===== src/rtl/sync_rx_pkg.sv =====
package sync_rx_pkg;

    localparam int STAT_W = 4;
    localparam int CTRL_W = 3;

    typedef enum logic [1:0] {
        REG_DATA = 2'd0,
        REG_STAT = 2'd1,
        REG_CTRL = 2'd2
    } reg_sel_e;

    // status bit order: 3 parity, 2 framing, 1 overrun, 0 full
    typedef struct packed {
        logic par_err;
        logic frm_err;
        logic overrun;
        logic full;
    } rx_flags_t;

    // control bit order: 2 internal clock, 1 receive enable, 0 interrupt enable
    typedef struct packed {
        logic clk_int;
        logic rx_en;
        logic rie;
    } rx_ctrl_t;

    function automatic logic any_error(input rx_flags_t f);
        return f.overrun | f.frm_err | f.par_err;
    endfunction

endpackage


===== src/rtl/srx_clk_front.sv =====
module srx_clk_front #(
    parameter int SYNC_STAGES = 2,
    parameter int DIV_HALF    = 4
) (
    input  logic clk,
    input  logic rst,
    input  logic use_int,
    input  logic run_int,
    input  logic sclk_in,
    input  logic sdata_in,
    output logic sclk_out,
    output logic sclk_oe,
    output logic sample_stb,
    output logic sample_bit
);
    localparam int CW = $clog2(DIV_HALF + 1);
    localparam logic [CW-1:0] LAST = CW'(DIV_HALF - 1);
    localparam int TOP = SYNC_STAGES - 1;

    logic [TOP:0]  ck_sync;
    logic [TOP:0]  dt_sync;
    logic          ck_prev;
    logic          ext_rise;
    logic [CW-1:0] div_cnt;
    logic          sclk_r;
    logic          int_rise;

    always_ff @(posedge clk) begin
        if (rst) begin
            ck_sync <= '0;
            dt_sync <= '0;
            ck_prev <= 1'b0;
        end else begin
            ck_sync <= {ck_sync[TOP-1:0], sclk_in};
            dt_sync <= {dt_sync[TOP-1:0], sdata_in};
            ck_prev <= ck_sync[TOP];
        end
    end

    assign ext_rise = ck_sync[TOP] & ~ck_prev;

    always_ff @(posedge clk) begin
        if (rst || !run_int) begin
            div_cnt <= '0;
            sclk_r  <= 1'b0;
        end else if (div_cnt == LAST) begin
            div_cnt <= '0;
            sclk_r  <= ~sclk_r;
        end else begin
            div_cnt <= div_cnt + 1'b1;
        end
    end

    assign int_rise   = run_int & (div_cnt == LAST) & ~sclk_r;
    assign sample_stb = use_int ? int_rise : ext_rise;
    assign sample_bit = dt_sync[TOP];
    assign sclk_out   = sclk_r;
    assign sclk_oe    = use_int;


    idle_clk_chk: assert property (@(posedge clk) disable iff (rst)
        !run_int |=> !sclk_out);

endmodule


===== src/rtl/srx_shifter.sv =====
module srx_shifter #(
    parameter int W = 8
) (
    input  logic         clk,
    input  logic         rst,
    input  logic         enable,
    input  logic         sample_stb,
    input  logic         sample_bit,
    output logic         frame_done,
    output logic [W-1:0] frame_byte
);
    localparam int CW = $clog2(W);
    localparam logic [CW-1:0] LAST = CW'(W - 1);

    logic [CW-1:0] bit_cnt;
    logic [W-1:0]  shreg;
    logic [W-1:0]  shifted;

    assign shifted = {sample_bit, shreg[W-1:1]};

    always_ff @(posedge clk) begin
        if (rst) begin
            bit_cnt    <= '0;
            shreg      <= '0;
            frame_done <= 1'b0;
            frame_byte <= '0;
        end else if (!enable) begin
            bit_cnt    <= '0;
            frame_done <= 1'b0;
        end else begin
            frame_done <= 1'b0;
            if (sample_stb) begin
                shreg <= shifted;
                if (bit_cnt == LAST) begin
                    bit_cnt    <= '0;
                    frame_done <= 1'b1;
                    frame_byte <= shifted;
                end else begin
                    bit_cnt <= bit_cnt + 1'b1;
                end
            end
        end
    end


    single_done_chk: assert property (@(posedge clk) disable iff (rst)
        frame_done |=> !frame_done);


    disabled_done_chk: assert property (@(posedge clk) disable iff (rst)
        !enable |=> !frame_done);

endmodule


===== src/rtl/srx_regs.sv =====
module srx_regs
    import sync_rx_pkg::*;
#(
    parameter int W = 8
) (
    input  logic         clk,
    input  logic         rst,
    input  logic [1:0]   host_addr,
    input  logic         host_wr,
    input  logic         host_rd,
    input  logic [W-1:0] host_wdata,
    input  logic         frame_done,
    input  logic [W-1:0] frame_byte,
    output logic [W-1:0] host_rdata,
    output rx_ctrl_t     ctrl,
    output logic         lock,
    output logic         irq_rx,
    output logic         irq_err
);
    rx_flags_t          flg, flg_n;
    logic [STAT_W-1:0]  seen, seen_n, clr;
    logic [W-1:0]       rdr;
    logic               lock_n;
    logic               stat_rd, stat_wr, ctrl_wr;
    logic               accept, ovr;
    logic               unused_wdata;

    assign unused_wdata = ^host_wdata[W-1:CTRL_W];

    assign stat_rd = host_rd & (host_addr == REG_STAT);
    assign stat_wr = host_wr & (host_addr == REG_STAT);
    assign ctrl_wr = host_wr & (host_addr == REG_CTRL);
    assign accept  = frame_done & ~flg.full;
    assign ovr     = frame_done &  flg.full;
    assign clr     = {STAT_W{stat_wr}} & ~host_wdata[STAT_W-1:0] & seen;

    always_comb begin
        flg_n         = flg;
        flg_n.full    = accept | (flg.full & ~clr[0]);
        flg_n.overrun = ovr    | (flg.overrun & ~clr[1]);
        flg_n.frm_err = flg.frm_err & ~clr[2];
        flg_n.par_err = flg.par_err & ~clr[3];
        seen_n = (seen | (stat_rd ? flg : '0)) & ~clr & flg_n;
        lock_n = (lock | ovr | any_error(flg_n)) & (|flg_n);
    end

    always_ff @(posedge clk) begin
        if (rst) begin
            flg  <= '0;
            seen <= '0;
            rdr  <= '0;
            ctrl <= '0;
            lock <= 1'b0;
        end else begin
            flg  <= flg_n;
            seen <= seen_n;
            lock <= lock_n;
            if (accept)  rdr  <= frame_byte;
            if (ctrl_wr) ctrl <= rx_ctrl_t'(host_wdata[CTRL_W-1:0]);
        end
    end

    always_comb begin
        case (host_addr)
            REG_DATA: host_rdata = rdr;
            REG_STAT: host_rdata = {{(W-STAT_W){1'b0}}, flg};
            REG_CTRL: host_rdata = {{(W-CTRL_W){1'b0}}, ctrl};
            default:  host_rdata = '0;
        endcase
    end

    assign irq_rx  = ctrl.rie & flg.full & ~any_error(flg);
    assign irq_err = ctrl.rie & any_error(flg);


    rdr_hold_chk: assert property (@(posedge clk) disable iff (rst)
        $past(flg.full) |-> $stable(rdr));


    overrun_src_chk: assert property (@(posedge clk) disable iff (rst)
        $rose(flg.overrun) |-> ($past(flg.full) && flg.full));


    full_clear_chk: assert property (@(posedge clk) disable iff (rst)
        $fell(flg.full) |-> ($past(host_wr) && $past(host_addr) == REG_STAT));


    lock_frame_chk: assert property (@(posedge clk) disable iff (rst)
        lock |-> !frame_done);


    irq_excl_chk: assert property (@(posedge clk) disable iff (rst)
        !(irq_rx && irq_err));


    spare_flags_chk: assert property (@(posedge clk) disable iff (rst)
        !flg.frm_err && !flg.par_err);

endmodule


===== src/rtl/sync_serial_rx.sv =====
module sync_serial_rx
    import sync_rx_pkg::*;
#(
    parameter int DATA_W      = 8,
    parameter int SYNC_STAGES = 2,
    parameter int DIV_HALF    = 4
) (
    input  logic              clk,
    input  logic              rst,
    input  logic              sclk_in,
    input  logic              sdata_in,
    output logic              sclk_out,
    output logic              sclk_oe,
    input  logic [1:0]        host_addr,
    input  logic              host_wr,
    input  logic              host_rd,
    input  logic [DATA_W-1:0] host_wdata,
    output logic [DATA_W-1:0] host_rdata,
    output logic              irq_rx,
    output logic              irq_err
);
    rx_ctrl_t          ctrl;
    logic              lock;
    logic              rx_run;
    logic              stb;
    logic              sbit;
    logic              frame_done;
    logic [DATA_W-1:0] frame_byte;

    assign rx_run = ctrl.rx_en & ~lock;

    srx_clk_front #(
        .SYNC_STAGES (SYNC_STAGES),
        .DIV_HALF    (DIV_HALF)
    ) u_front (
        .clk        (clk),
        .rst        (rst),
        .use_int    (ctrl.clk_int),
        .run_int    (rx_run & ctrl.clk_int),
        .sclk_in    (sclk_in),
        .sdata_in   (sdata_in),
        .sclk_out   (sclk_out),
        .sclk_oe    (sclk_oe),
        .sample_stb (stb),
        .sample_bit (sbit)
    );

    srx_shifter #(.W(DATA_W)) u_shift (
        .clk        (clk),
        .rst        (rst),
        .enable     (rx_run),
        .sample_stb (stb),
        .sample_bit (sbit),
        .frame_done (frame_done),
        .frame_byte (frame_byte)
    );

    srx_regs #(.W(DATA_W)) u_regs (
        .clk        (clk),
        .rst        (rst),
        .host_addr  (host_addr),
        .host_wr    (host_wr),
        .host_rd    (host_rd),
        .host_wdata (host_wdata),
        .frame_done (frame_done),
        .frame_byte (frame_byte),
        .host_rdata (host_rdata),
        .ctrl       (ctrl),
        .lock       (lock),
        .irq_rx     (irq_rx),
        .irq_err    (irq_err)
    );


    irq_gate_chk: assert property (@(posedge clk) disable iff (rst)
        !ctrl.rie |-> (!irq_rx && !irq_err));

endmodule


===== config.mk =====
export PLATFORM = sky130hd
export DESIGN_NAME = sync_serial_rx
export DESIGN_NICKNAME = d
export VERILOG_FILES = /design/src/rtl/sync_rx_pkg.sv /design/src/rtl/srx_clk_front.sv /design/src/rtl/srx_shifter.sv /design/src/rtl/srx_regs.sv /design/src/rtl/sync_serial_rx.sv
export SDC_FILE = /design/constraint.sdc
export NUM_CORES = 1
export LEC_CHECK = 0
export ABC_AREA = 1
export BUFFER_PORTS_ARGS = -buffer_cell sky130_fd_sc_hd__buf_2
export CAP_MARGIN = 10
export CORE_MARGIN = 2
export CORE_UTILIZATION = 35
export DETAILED_ROUTE_END_ITERATION = 10
export PLACE_DENSITY = 0.65
export REMOVE_ABC_BUFFERS = 1
export SLEW_MARGIN = 20
export SYNTH_ARGS = -nofsm -noshare
export SYNTH_HDL_FRONTEND = slang
export SYNTH_SLANG_ARGS = --single-unit

===== constraint.sdc =====
create_clock -name clk -period 1.7 [get_ports clk]
set_input_delay 0.17 -clock clk [delete_from_list [all_inputs] [get_ports clk]]
set_output_delay 0.17 -clock clk [all_outputs]
set_load 0.1 [all_outputs]

### Word-level counts from Yosys, hierarchy flattened

Index checks and enable logic that the tools add are counted.

* equality and inequality tests: 4
* reduce and logical (&&, ||, !) cells: 9
* div/mod/pow operators: 0
* multiplexer cells: 5
* bitwise gates (word level): 44
* $mul: 0
* shift operators: 0
* add/subtract/negate cells: 2
* magnitude comparators: 0

Operators with widths (count)
* 8-bit one-hot mux with 3 select lines: 1
* 1-bit AND: 18
* 4-bit AND: 4
* 1-bit NOT: 11
* 4-bit NOT: 2
* 1-bit bitwise OR: 8
* 3-bit by 1-bit adder with 3-bit output, second input constant: 2
* 4-bit 2-to-1 mux: 1
* 4-bit bitwise OR: 1
* 2-bit OR reduction: 2
* 4-bit OR reduction: 1
* 3-bit by 2-bit equality test with 1-bit output, second input constant: 1
* 3-bit equality test, second input constant: 1
* 3-bit 2-to-1 mux: 1
* 3-bit AND reduction: 1
* 3-bit OR reduction: 1
* 2-bit by 1-bit equality test with 1-bit output, second input constant: 1
* 2-bit equality test, second input constant: 1
* 2-bit zero test: 1
* 1-bit 2-to-1 mux: 2
* 2-bit AND reduction: 1
* 1-bit zero test: 1
* 1-bit logical OR: 1

* input port bits: 16
* bits in registers: 49
* memories: 0
* RAM bits: 0
* logic and storage cells: 83
* ROM bits: 0
* latch bits: 0

### Longest topological paths before layout

* depth in word-level cells: 11
* mapped depth: 8
* depth with buffers taken out: 8

### Modules after synthesis

From an unflattened synthesis, not the netlist that was laid out.

* cells, all modules: 267
* area, all modules: 2015.7 um^2

Modules (own cells, without submodules)
* srx_regs: instances 1, sequential area each 400.4 um^2, cells an instance 132, area an instance 948.4 um^2
* srx_shifter: instances 1, sequential area each 380.4 um^2, cells an instance 90, area an instance 715.7 um^2
* srx_clk_front: instances 1, sequential area each 180.2 um^2, cells an instance 40, area an instance 327.8 um^2
* sync_serial_rx: instances 1, sequential area each 0.0 um^2, cells an instance 5, area an instance 23.8 um^2

### Least setup slack after synthesis

Ideal clock, no wire load.

* kind: reg2out
* from: register u_regs.ctrl[2] (netlist name)
* to: output port host_rdata[2]
* arrival time: 4.675 ns
* required time: 1.530 ns
* buffers on the path: 0
* cell stages (with the launch flop): 3
* setup slack: -3.145 ns
* cell sequence: dfxtp_1 -> inv_1 -> o311ai_0

* longest elaborated chain between the ends: 1

RTL lines
* 8-bit one-hot mux with 3 select lines: line srx_regs.sv:64 `case (host_addr)`
* to (decl): line sync_serial_rx.sv:18 `output logic [DATA_W-1:0] host_rdata,`

Every way passes these cells.

### Worst setup path in the final report

* from: register u_regs.flg[2] in the netlist's numbering
* to: output port irq_rx

* longest elaborated chain between the ends: 4

RTL lines
* from (decl): line srx_regs.sv:20 `rx_flags_t flg, flg_n;`
* from (signal assigned): line srx_regs.sv:55 `flg <= flg_n;`
* 1-bit bitwise OR (2 in a row): line sync_rx_pkg.sv:28 `return f.overrun | f.frm_err | f.par_err;`
* 1-bit NOT: line srx_regs.sv:72 `assign irq_rx = ctrl.rie & flg.full & ~any_error(flg);`
* 1-bit AND: line srx_regs.sv:72
* to (decl): line sync_serial_rx.sv:19 `output logic irq_rx,`

Every way passes these cells.

==> impl_metrics.env <==
export IMPL_diodes=0
export IMPL_start_util_pct=36.5
export IMPL_die_area_mm2=0.00640
export IMPL_drv_slew=0
export IMPL_p_leak_nw=1.01
export IMPL_clock_root_buffer="clkbuf_8"
export IMPL_detail_route_iter0_violations=76
export IMPL_io_buffers=23
export IMPL_post_cts_buffers=0
export IMPL_cts_resized=0
export IMPL_crit_slowest_cell="dfxtp_1"
export IMPL_rsz0062_at_grt="no"
export IMPL_worst_setup_path_type="reg -> out"
export IMPL_grt_usage_pct=13.3
export IMPL_post_route_worst_setup_slack_ns=0.127
export IMPL_areaGrowthSynthToFinish_pct=20.2
export IMPL_p_sw_w=0.000466
export IMPL_fillers=590
export IMPL_grt_pass1_wl_mm=6.70
export IMPL_cts_tree="done"
export IMPL_gp_congestion=0.750
export IMPL_cts_htree_levels=2
export IMPL_clkPwrFrac_pct=36.1
export IMPL_synth_seq_cells=48
export IMPL_max_freq_mhz=636
export IMPL_core_area_mm2=0.00554
export IMPL_finalCritPeriodShare_pct=92.5
export IMPL_slew_limit_headroom_pct=67.8
export IMPL_dp_hpwl_mm=2.78
export IMPL_synth_cells=278
export IMPL_ant_nets=0
export IMPL_power_density_mw_per_mm2=808
export IMPL_syn_area_per_cell_um2=7.28
export IMPL_drt_pass1_iterations=4
export IMPL_startpoint="u_regs.flg[2]"
export IMPL_ys_warn_count=0
export IMPL_pin_count=28
export IMPL_grt_max_degree=19
export IMPL_cts_hold_buffers_added=0
export IMPL_comb_power_share_pct=6.0
export IMPL_drv_cap=0
export IMPL_vias=1678
export IMPL_hold_viol=0
export IMPL_hp_start="sdata_in"
export IMPL_layout_commonest_cell="inv_1"
export IMPL_cp_slowest_stage_delay_ns=0.34
export IMPL_status="completed"
export IMPL_nets=325
export IMPL_worstPathCellList="nor3_1 > nand2_1 > nor2_1 > clkbuf_4"
export IMPL_post_drt_via_cell_ratio=4.44
export IMPL_finalClockSkew_ns=0.0100
export IMPL_syn_area_mm2=0.00202
export IMPL_rows=27
export IMPL_path_clk_slew_ns=0.09
export IMPL_crit_fanout=3
export IMPL_irDropWorstVdd_v=0.000369
export IMPL_grt_pass1_vias=1550
export IMPL_r2r_start="u_front.div_cnt[0]"
export IMPL_crit_required_ns=1.53
export IMPL_tightestPinTransition_ns=0.486
export IMPL_place_ws_ns=0.204
export IMPL_multi_input_area_um2=786
export IMPL_regArea_um2=961
export IMPL_synth_seq_area_share_pct=47.5
export IMPL_worstHoldPathCells=3
export IMPL_power_internal_w=0.00150
export IMPL_drcViolationCount=0
export IMPL_ff2ff_path_depth=8
export IMPL_ctsLongestPathBuffers=2
export IMPL_die_h_um=80.0
export IMPL_period_minus_slack_ns=1.57
export IMPL_drive_gt1_share_pct=14.1
export IMPL_synth_cell_types=26
export IMPL_startpoint_type="register"
export IMPL_post_route_util_pct=43.9
export IMPL_mostFrequentLayoutCells="58 x inv_1, 48 x dfxtp_1, 46 x nand2_1"
export IMPL_insertion_delay_ns=0.30
export IMPL_dieWidth_um=80.0
export IMPL_finalSetupViolations=0
export IMPL_overflow=0
export IMPL_cts_sinks=48
export IMPL_hold_class="in -> reg"
export IMPL_switching_share_pct=23.7
export IMPL_wl_per_cell_um=10.1
export IMPL_routed_wl_mm=3.81
export IMPL_sequentialPowerShare_pct=57.9
export IMPL_antenna_found_initial=0
export IMPL_hold_ws_ns=0.0625
export IMPL_endpoint_kind="primary output"
export IMPL_cp_arrival_ns=1.40
export IMPL_numCtsBuffers=5
[per-layer routing]
layer  vias to the layer above  GRT usage, %  part of all wire, %
met2                        39          21.6                   44
met5                         -             0                    0
li1                        921             -                    -
met1                       713          16.5                   50
met4                         0          5.25                  1.5
met3                         5          3.96                  5.0
[cells in the mapped netlist, drive strengths merged]
| library cell | n | area, µm² |
|---|---|---|
| inv | 59 | 221 |
| dfxtp | 48 | 961 |
| nand2 | 46 | 173 |
| nor2 | 34 | 130 |
| a21oi | 20 | 100 |
| nand3 | 19 | 105 |
| o21ai | 19 | 98.9 |
| buf | 8 | 46.3 |
| nand4 | 8 | 50.1 |
| ha | 4 | 50.1 |
| a211oi | 3 | 22.5 |
| clkbuf | 2 | 8.75 |
| o211ai | 2 | 15.0 |
| nand3b | 1 | 7.51 |
| nor3 | 1 | 5.00 |
| o21bai | 1 | 7.51 |
| o22ai | 1 | 6.26 |
| o311ai | 1 | 8.76 |
| or2 | 1 | 6.26 |
[layout make-up]
type                            instances  area share [%]
Clock buffer                            6            3.40
Clock inverter                          2           0.618
Inverter                               59            9.11
Multi-Input combinational cell        161            32.3
Sequential cell                        48            39.5
Tap cell                               72            3.71
Timing Repair Buffer                   30            11.3
[flip-flops by register name, summed over array words and instances, names as in the netlist]
signal,cells
u_regs.lock,1
u_front.ck_sync,2
u_front.sclk_out,1
u_shift.shreg,7
u_regs.flg,4
u_front.ck_prev,1
u_shift.frame_byte,8
u_shift.frame_done,1
u_regs.seen,4
u_regs.rdr,8
u_front.div_cnt,3
u_front.dt_sync,2
u_regs.ctrl,3
u_shift.bit_cnt,3
[power by group through the flow]
stage	clock network, W	logic (W)	registers, W
floorplan	0	0.0000552	0.00117
global placement	0	0.000116	0.00116
detailed placement	0	0.000117	0.00116
CTS	0.000739	0.000118	0.00114
global route	0.000783	0.000131	0.00114
finish	0.000709	0.000117	0.00114
[critical path, delay by kind of cell, from the launching register on]
| kind | cells | cell delay [ns] |
|---|---|---|
| simple gates | 3 | 0.43 |
| flops | 1 | 0.34 |
| buf+inv | 1 | 0.33 |
[through the flow]
stage	total power (W)	cell area, µm²	std cells	setup TNS (ns)
floorplan	0.00123	1970	268	-14.89
global placement	0.00128	2330	370	0
detailed placement	0.00128	2330	370	0
CTS	0.00199	2430	378	0
global route	0.00205	2430	378	0
finish	0.00196	2430	378	0
[final timing paths]
kind,endpoint,slack (ns)
min reg2reg,u_front.ck_sync[1],0.41
max reg2reg,u_shift.frame_byte[5],0.20
min,u_front.dt_sync[0],0.06
max,irq_rx,0.13
[kinds of logic (layout without fill, tap and decap cells)]
kind of cell               after synthesis  after routing  share of synthesized area, %
AOI/OAI and AO/OA                       47             47                          12.8
and+or+nand+nor                        110            110                          23.6
buffers and inverters                   69             97                          13.7
adders and majority gates                4              4                          2.47
DFF                                     48             48                          47.5
Power figures use the tool's default switching activity.
